<file path="src/rtl/lvds_rx_pkg.sv">
package lvds_rx_pkg;

    parameter int unsigned LANES      = 3;
    parameter int unsigned SLOTS      = 7;
    parameter int unsigned HIGH_SLOTS = 4;
    parameter int unsigned COLOR_W    = 6;

    localparam int unsigned WORD_W = LANES * SLOTS;
    localparam int unsigned SLOT_W = $clog2(SLOTS);

    typedef logic [SLOT_W-1:0] slot_t;

    // Pixel word, MSB first: enable, vsync, hsync, blue, green, red.
    typedef struct packed {
        logic               de;
        logic               vsync;
        logic               hsync;
        logic [COLOR_W-1:0] blu;
        logic [COLOR_W-1:0] grn;
        logic [COLOR_W-1:0] red;
    } pix_word_t;

    // Expected clock-lane level for a slot.
    function automatic logic clk_level(input slot_t s);
        return (32'(s) < HIGH_SLOTS);
    endfunction

endpackage

</file>
<file path="src/rtl/lvds_rx_framer.sv">
module lvds_rx_framer
    import lvds_rx_pkg::*;
(
    input  logic  clk,
    input  logic  rst,
    input  logic  pwr_dn_n,
    input  logic  ser_clk_lane,
    output slot_t cur_slot,
    output logic  slot_valid,
    output logic  shape_err,
    output logic  frame_end
);

    localparam slot_t LAST_SLOT = slot_t'(SLOTS - 1);

    logic  prev_q;
    logic  aligned_q;
    slot_t slot_q;
    logic  rise;

    assign rise       = !prev_q && ser_clk_lane;
    assign cur_slot   = rise ? '0 : slot_q;
    assign slot_valid = (aligned_q || rise) && pwr_dn_n;
    assign shape_err  = aligned_q && pwr_dn_n &&
                        ((rise && (slot_q != '0)) ||
                         (ser_clk_lane != clk_level(cur_slot)));
    assign frame_end  = slot_valid && (cur_slot == LAST_SLOT);

    always_ff @(posedge clk) begin
        if (rst) begin
            prev_q    <= 1'b1;
            aligned_q <= 1'b0;
            slot_q    <= '0;
        end else begin
            prev_q <= ser_clk_lane;
            if (!pwr_dn_n) begin
                aligned_q <= 1'b0;
                slot_q    <= '0;
            end else begin
                aligned_q <= slot_valid;
                slot_q    <= (cur_slot == LAST_SLOT) ? '0 : slot_t'(cur_slot + 1'b1);
            end
        end
    end

endmodule

</file>
<file path="src/rtl/lvds_rx_lane.sv">
module lvds_rx_lane
    import lvds_rx_pkg::*;
(
    input  logic             clk,
    input  logic             rst,
    input  logic             ser_bit,
    input  logic             slot_valid,
    input  slot_t            cur_slot,
    output logic [SLOTS-1:0] frame_bits
);

    logic [SLOTS-1:0] bits_q;

    always_comb begin
        frame_bits           = bits_q;
        frame_bits[cur_slot] = ser_bit;
    end

    always_ff @(posedge clk) begin
        if (rst) begin
            bits_q <= '0;
        end else if (slot_valid) begin
            bits_q[cur_slot] <= ser_bit;
        end
    end

endmodule

</file>
<file path="src/rtl/lvds_rx_lock.sv">
module lvds_rx_lock #(
    parameter int unsigned LOCK_FRAMES = 3
) (
    input  logic clk,
    input  logic rst,
    input  logic pwr_dn_n,
    input  logic shape_err,
    input  logic frame_end,
    output logic locked
);

    localparam int unsigned CNT_W = $clog2(LOCK_FRAMES + 1);
    localparam logic [CNT_W-1:0] CNT_MAX = CNT_W'(LOCK_FRAMES);

    logic [CNT_W-1:0] good_q;
    logic             bad_q;

    always_ff @(posedge clk) begin
        if (rst || !pwr_dn_n) begin
            good_q <= '0;
            bad_q  <= 1'b0;
        end else if (frame_end) begin
            bad_q <= 1'b0;
            if (bad_q || shape_err) begin
                good_q <= '0;
            end else if (good_q != CNT_MAX) begin
                good_q <= good_q + 1'b1;
            end
        end else if (shape_err) begin
            good_q <= '0;
            bad_q  <= 1'b1;
        end
    end

    assign locked = (good_q == CNT_MAX);

endmodule

</file>
<file path="src/rtl/lvds_display_deser.sv">
module lvds_display_deser
    import lvds_rx_pkg::*;
#(
    parameter int unsigned LOCK_FRAMES = 3
) (
    input  logic               clk,
    input  logic               rst,
    input  logic               pwr_dn_n,
    input  logic [LANES-1:0]   ser_lane,
    input  logic               ser_clk_lane,
    output logic               pix_clk,
    output logic [COLOR_W-1:0] pix_red,
    output logic [COLOR_W-1:0] pix_grn,
    output logic [COLOR_W-1:0] pix_blu,
    output logic               pix_hsync,
    output logic               pix_vsync,
    output logic               pix_de,
    output logic               link_locked
);

    slot_t            cur_slot;
    logic             slot_valid;
    logic             shape_err;
    logic             frame_end;
    logic             locked;
    logic [SLOTS-1:0] lane_bits [LANES];
    logic [WORD_W-1:0] word_next;
    pix_word_t        word_q;
    logic             pix_clk_q;

    lvds_rx_framer u_framer (
        .clk          (clk),
        .rst          (rst),
        .pwr_dn_n     (pwr_dn_n),
        .ser_clk_lane (ser_clk_lane),
        .cur_slot     (cur_slot),
        .slot_valid   (slot_valid),
        .shape_err    (shape_err),
        .frame_end    (frame_end)
    );

    for (genvar k = 0; k < LANES; k++) begin : g_lane
        lvds_rx_lane u_lane (
            .clk        (clk),
            .rst        (rst),
            .ser_bit    (ser_lane[k]),
            .slot_valid (slot_valid),
            .cur_slot   (cur_slot),
            .frame_bits (lane_bits[k])
        );
    end

    always_comb begin
        for (int k = 0; k < LANES; k++) begin
            word_next[k*SLOTS +: SLOTS] = lane_bits[k];
        end
    end

    lvds_rx_lock #(
        .LOCK_FRAMES (LOCK_FRAMES)
    ) u_lock (
        .clk       (clk),
        .rst       (rst),
        .pwr_dn_n  (pwr_dn_n),
        .shape_err (shape_err),
        .frame_end (frame_end),
        .locked    (locked)
    );

    always_ff @(posedge clk) begin
        if (rst || !pwr_dn_n) begin
            word_q    <= '0;
            pix_clk_q <= 1'b0;
        end else begin
            if (frame_end) begin
                word_q <= pix_word_t'(word_next);
            end
            pix_clk_q <= slot_valid && !shape_err && clk_level(cur_slot);
        end
    end

    assign pix_clk     = pwr_dn_n && pix_clk_q;
    assign pix_red     = pwr_dn_n ? word_q.red : '0;
    assign pix_grn     = pwr_dn_n ? word_q.grn : '0;
    assign pix_blu     = pwr_dn_n ? word_q.blu : '0;
    assign pix_hsync   = pwr_dn_n && word_q.hsync;
    assign pix_vsync   = pwr_dn_n && word_q.vsync;
    assign pix_de      = pwr_dn_n && word_q.de;
    assign link_locked = pwr_dn_n && locked;

endmodule

</file>
<file path="config.mk">
export PLATFORM = sky130hd
export DESIGN_NAME = lvds_display_deser
export DESIGN_NICKNAME = d
export VERILOG_FILES = /design/src/rtl/lvds_rx_pkg.sv /design/src/rtl/lvds_rx_framer.sv /design/src/rtl/lvds_rx_lane.sv /design/src/rtl/lvds_rx_lock.sv /design/src/rtl/lvds_display_deser.sv
export SDC_FILE = /design/constraint.sdc
export NUM_CORES = 1
export LEC_CHECK = 0
export ABC_AREA = 1
export BUFFER_PORTS_ARGS = -buffer_cell sky130_fd_sc_hd__buf_4
export CAP_MARGIN = 30
export CELL_PAD_IN_SITES_DETAIL_PLACEMENT = 1
export CELL_PAD_IN_SITES_GLOBAL_PLACEMENT = 1
export CORE_UTILIZATION = 44
export DETAILED_ROUTE_END_ITERATION = 10
export PLACE_DENSITY = 0.81
export SKIP_LAST_GASP = 1
export SLEW_MARGIN = 40
export SYNTH_ARGS = -nofsm -noshare
export SYNTH_HDL_FRONTEND = slang
export SYNTH_SLANG_ARGS = --single-unit
</file>
<file path="constraint.sdc">
create_clock -name clk -period 2.8 [get_ports clk]
set_input_delay 0.56 -clock clk [delete_from_list [all_inputs] [get_ports clk]]
set_output_delay 0.56 -clock clk [all_outputs]
set_load 0.1 [all_outputs]
</file>
==> flow_metrics.env <==
export IMPL_clockPowerShare_pct=33.4
export IMPL_setup_tns_ns=0
export IMPL_dp_cells=499
export IMPL_holdBufCountCts=0
export IMPL_hold_end="word_q[4]"
export IMPL_finalMaxSlewViolations=0
export IMPL_initial_core_util_pct=46.7
export IMPL_vias_per_cell=4.90
export IMPL_leakagePower_nw=1.73
export IMPL_post_cts_resized=0
export IMPL_synth_seq_area_share_pct=39.0
export IMPL_synth_nets=420
export IMPL_p_seq_share_pct=57.9
export IMPL_core_area_sq_um=5610
export IMPL_switchingPower_mw=0.329
export IMPL_whs_path_depth=2
export IMPL_multi_input_area_sq_um=1200
export IMPL_root_buffer="clkbuf_8"
export IMPL_cp_common_cell="inv_1"
export IMPL_n_fill_cell=810
export IMPL_drc_errors=0
export IMPL_ff2ff_setup_slack_ns=0.87
export IMPL_globalRouteOverflowTotal=0
export IMPL_synth_area_leaders="dfxtp_1 39%, nand2_1 19%, inv_1 10%"
export IMPL_grt_pass1_vias=2417
export IMPL_ant_nets=0
export IMPL_tightest_slew_ns=0.509
export IMPL_wl_um=6550
export IMPL_io_pins=30
export IMPL_hold_path_class="register to register"
export IMPL_vias=2478
export IMPL_htree_levels=2
export IMPL_instances_no_fill=506
export IMPL_syn_inst=410
export IMPL_nets=444
export IMPL_r2r_end="word_q[2]"
export IMPL_start_kind="register"
export IMPL_slew_headroom_pct=65.7
export IMPL_place_detailed_hpwl_um=4900
export IMPL_grt_usage_pct=23.5
export IMPL_ctsLongestPathBuffers=2
export IMPL_maxCapViolations=0
export IMPL_finalSetupViolations=0
export IMPL_syn_area_sq_um=2620
export IMPL_yosysTopAreaCell="dfxtp_1"
export IMPL_clk_pin_slew_worst_paths_ns=0.09
export IMPL_irDropWorstVdd_v=0.000351
export IMPL_period_needed_ns=1.93
export IMPL_portBuffers=29
export IMPL_cp_end_kind="register"
export IMPL_syn_to_final_growth_pct=12.0
export IMPL_die_x_um=79.1
export IMPL_wl_per_cell_um=12.9
export IMPL_rr_startpoint="u_framer.prev_q"
export IMPL_critPathBufInv=5
export IMPL_p_per_area_nw_per_um2=444
export IMPL_finalWorstSetupSlack_ns=0.865
export IMPL_rows=27
export IMPL_dr_pass1_iters=4
export IMPL_max_stage_delay_ns=0.33
export IMPL_power_frac_comb_pct=8.7
export IMPL_die_h_um=79.1
export IMPL_p_total_mw=1.30
export IMPL_ys_types=25
export IMPL_insertion_delay_ns=0.31
export IMPL_crit_family="simple AND/OR/NAND/NOR gates"
export IMPL_fin_crit_sh_pct=69.1
export IMPL_ys_ff_latch=51
export IMPL_hold_viol=0
export IMPL_sw_frac_of_total_pct=25.3
export IMPL_drive_above_1_share_pct=12.2
export IMPL_n_antenna_cell=0
export IMPL_cts_buffers=5
export IMPL_dp_slack_ns=0.565
export IMPL_hold_path_startpoint="word_q[4]"
export IMPL_globalplace_congestion=0.768
export IMPL_cp_slowest_cell="dfxtp_1"
export IMPL_ff2ff_path_depth=12
export IMPL_die_area_sq_um=6260
export IMPL_skew_ns=0.00612
export IMPL_regArea_sq_um=1020
export IMPL_cts_sinks=51
export IMPL_status="completed"
export IMPL_worstPathArrival_ns=2.15
export IMPL_internal_power_mw=0.972
export IMPL_syn_area_per_cell_sq_um=6.38
export IMPL_cts_tree="built"
export IMPL_drtIter0Drc=110
export IMPL_ys_warn_count=0
export IMPL_path_max_fanout=22
export IMPL_grt_pass1_wl_um=11300
export IMPL_post_cts_buffers=0
export IMPL_antenna_found_initial=0
export IMPL_grt_setup_unrepaired="false"
export IMPL_criticalPathCategory="register to register"
export IMPL_fmax_mhz=517
export IMPL_cp_required_ns=3.01
export IMPL_grt_max_degree=27
export IMPL_synth_top_area_share_pct=39.0
export IMPL_path_cells="inv_1, nand2_4, nand2_1, inv_1, ha_1, inv_1, nor2_4, nand2_4, inv_4, nand3_1, nand2_1, inv_1"
-- state kept, by name, indices dropped and copies added, names as in the netlist --
| signal | cells |
|---|---|
| u_lock.bad_q | 1 |
| u_framer.prev_q | 1 |
| g_lane.u_lane.bits_q | 21 |
| u_framer.aligned_q | 1 |
| pix_clk_q | 1 |
| u_framer.slot_q | 3 |
| word_q | 21 |
| u_lock.good_q | 2 |
-- cells in the mapped netlist, drive strengths merged --
| library cell | count |
|---|---|
| clkbuf | 4 |
| o21bai | 3 |
| or2 | 1 |
| nor3 | 3 |
| nor2 | 44 |
| buf | 11 |
| a21oi | 8 |
| nand3 | 28 |
| ha | 3 |
| nand2 | 138 |
| nand4 | 4 |
| inv | 76 |
| o21ai | 33 |
| dfxtp | 51 |
| o211ai | 3 |
-- worst reg2reg max path, delay by kind of cell (launching register included) --
family / cells / cell delay [ns]
AND/OR/NAND/NOR: 6 / 0.71
buffers and inverters: 5 / 0.61
flip-flops: 1 / 0.33
adder cells (fa/ha/maj): 1 / 0.18
-- layout make-up --
class / instances / share of cell area [%]
Inverter: 76 / 9.82
Clock buffer: 6 / 2.82
Tap cell: 72 / 3.07
Clock inverter: 1 / 0.171
Sequential cell: 51 / 34.8
Timing Repair Buffer: 32 / 8.20
Multi-Input combinational cell: 268 / 41.1
-- power by group through the flow --
stage	clock, mW	combinational [mW]	sequential (mW)
5_1_grt	0.471	0.130	0.756
3_5_place_dp	0	0.114	0.770
4_1_cts	0.449	0.114	0.753
2_1_floorplan	0	0.0826	0.766
3_3_place_gp	0	0.112	0.769
6_report	0.435	0.114	0.753
-- layer usage --
layer | vias to the layer above | GRT usage, % | wire length (um)
met5 | - | 0 | 0
met4 | 0 | 6.55 | 76
met3 | 7 | 4.25 | 219
met2 | 34 | 39.2 | 2960
met1 | 1153 | 30.8 | 3290
li1 | 1284 | - | -
-- metrics by stage --
stage / util [%] / hold slack (ns) / cell area, sq um
finish: 52.3 / 0.528 / 2930
global route: 52.3 / 0.545 / 2930
CTS: 52.3 / 0.520 / 2930
detailed placement: 50.7 / 0.506 / 2840
global placement: 50.7 / 0.502 / 2840
floorplan: - / 0.476 / 2620
-- logic make-up (layout without fill, tap and decap cells) --
family | after synthesis | in the layout | synth area share [%]
compound gates | 47 | 47 | 9.70
fa+ha+maj | 3 | 3 | 1.43
buf+inv | 91 | 115 | 15.0
flops | 51 | 51 | 39.0
simple gates | 218 | 218 | 34.8
-- how the worst max path moves through the flow --
stage	startpoint	endpoint	slack (ns)	cells after the start
2_1_floorplan	pwr_dn_n	pix_blu[5]	0.62	4
3_3_place_gp	ser_clk_lane	word_q[16]	0.67	12
3_5_place_dp	ser_clk_lane	word_q[6]	0.57	12
4_1_cts	u_framer.prev_q	word_q[6]	0.84	12
5_1_grt	u_framer.prev_q	word_q[20]	0.62	12
6_report	u_framer.prev_q	word_q[2]	0.87	12
-- placed cells by master, fill, tap and decap left out --
cell type and n:
nand4_1 4, nor3_1 3, o21ai_0 27, nor2_2 1
clkinv_2 1, nand3_1 28, o211ai_1 3, nand2_1 131
inv_2 2, a21oi_1 8, buf_4 32, o21ai_1 5
ha_1 3, inv_1 73, nand2_4 3, or2_2 1
nor2_1 42, clkbuf_8 6, o21bai_1 3, dfxtp_1 51
nand2_2 4, o21ai_2 1, inv_4 1, nor2_4 1
Power figures use the tool's default switching activity.
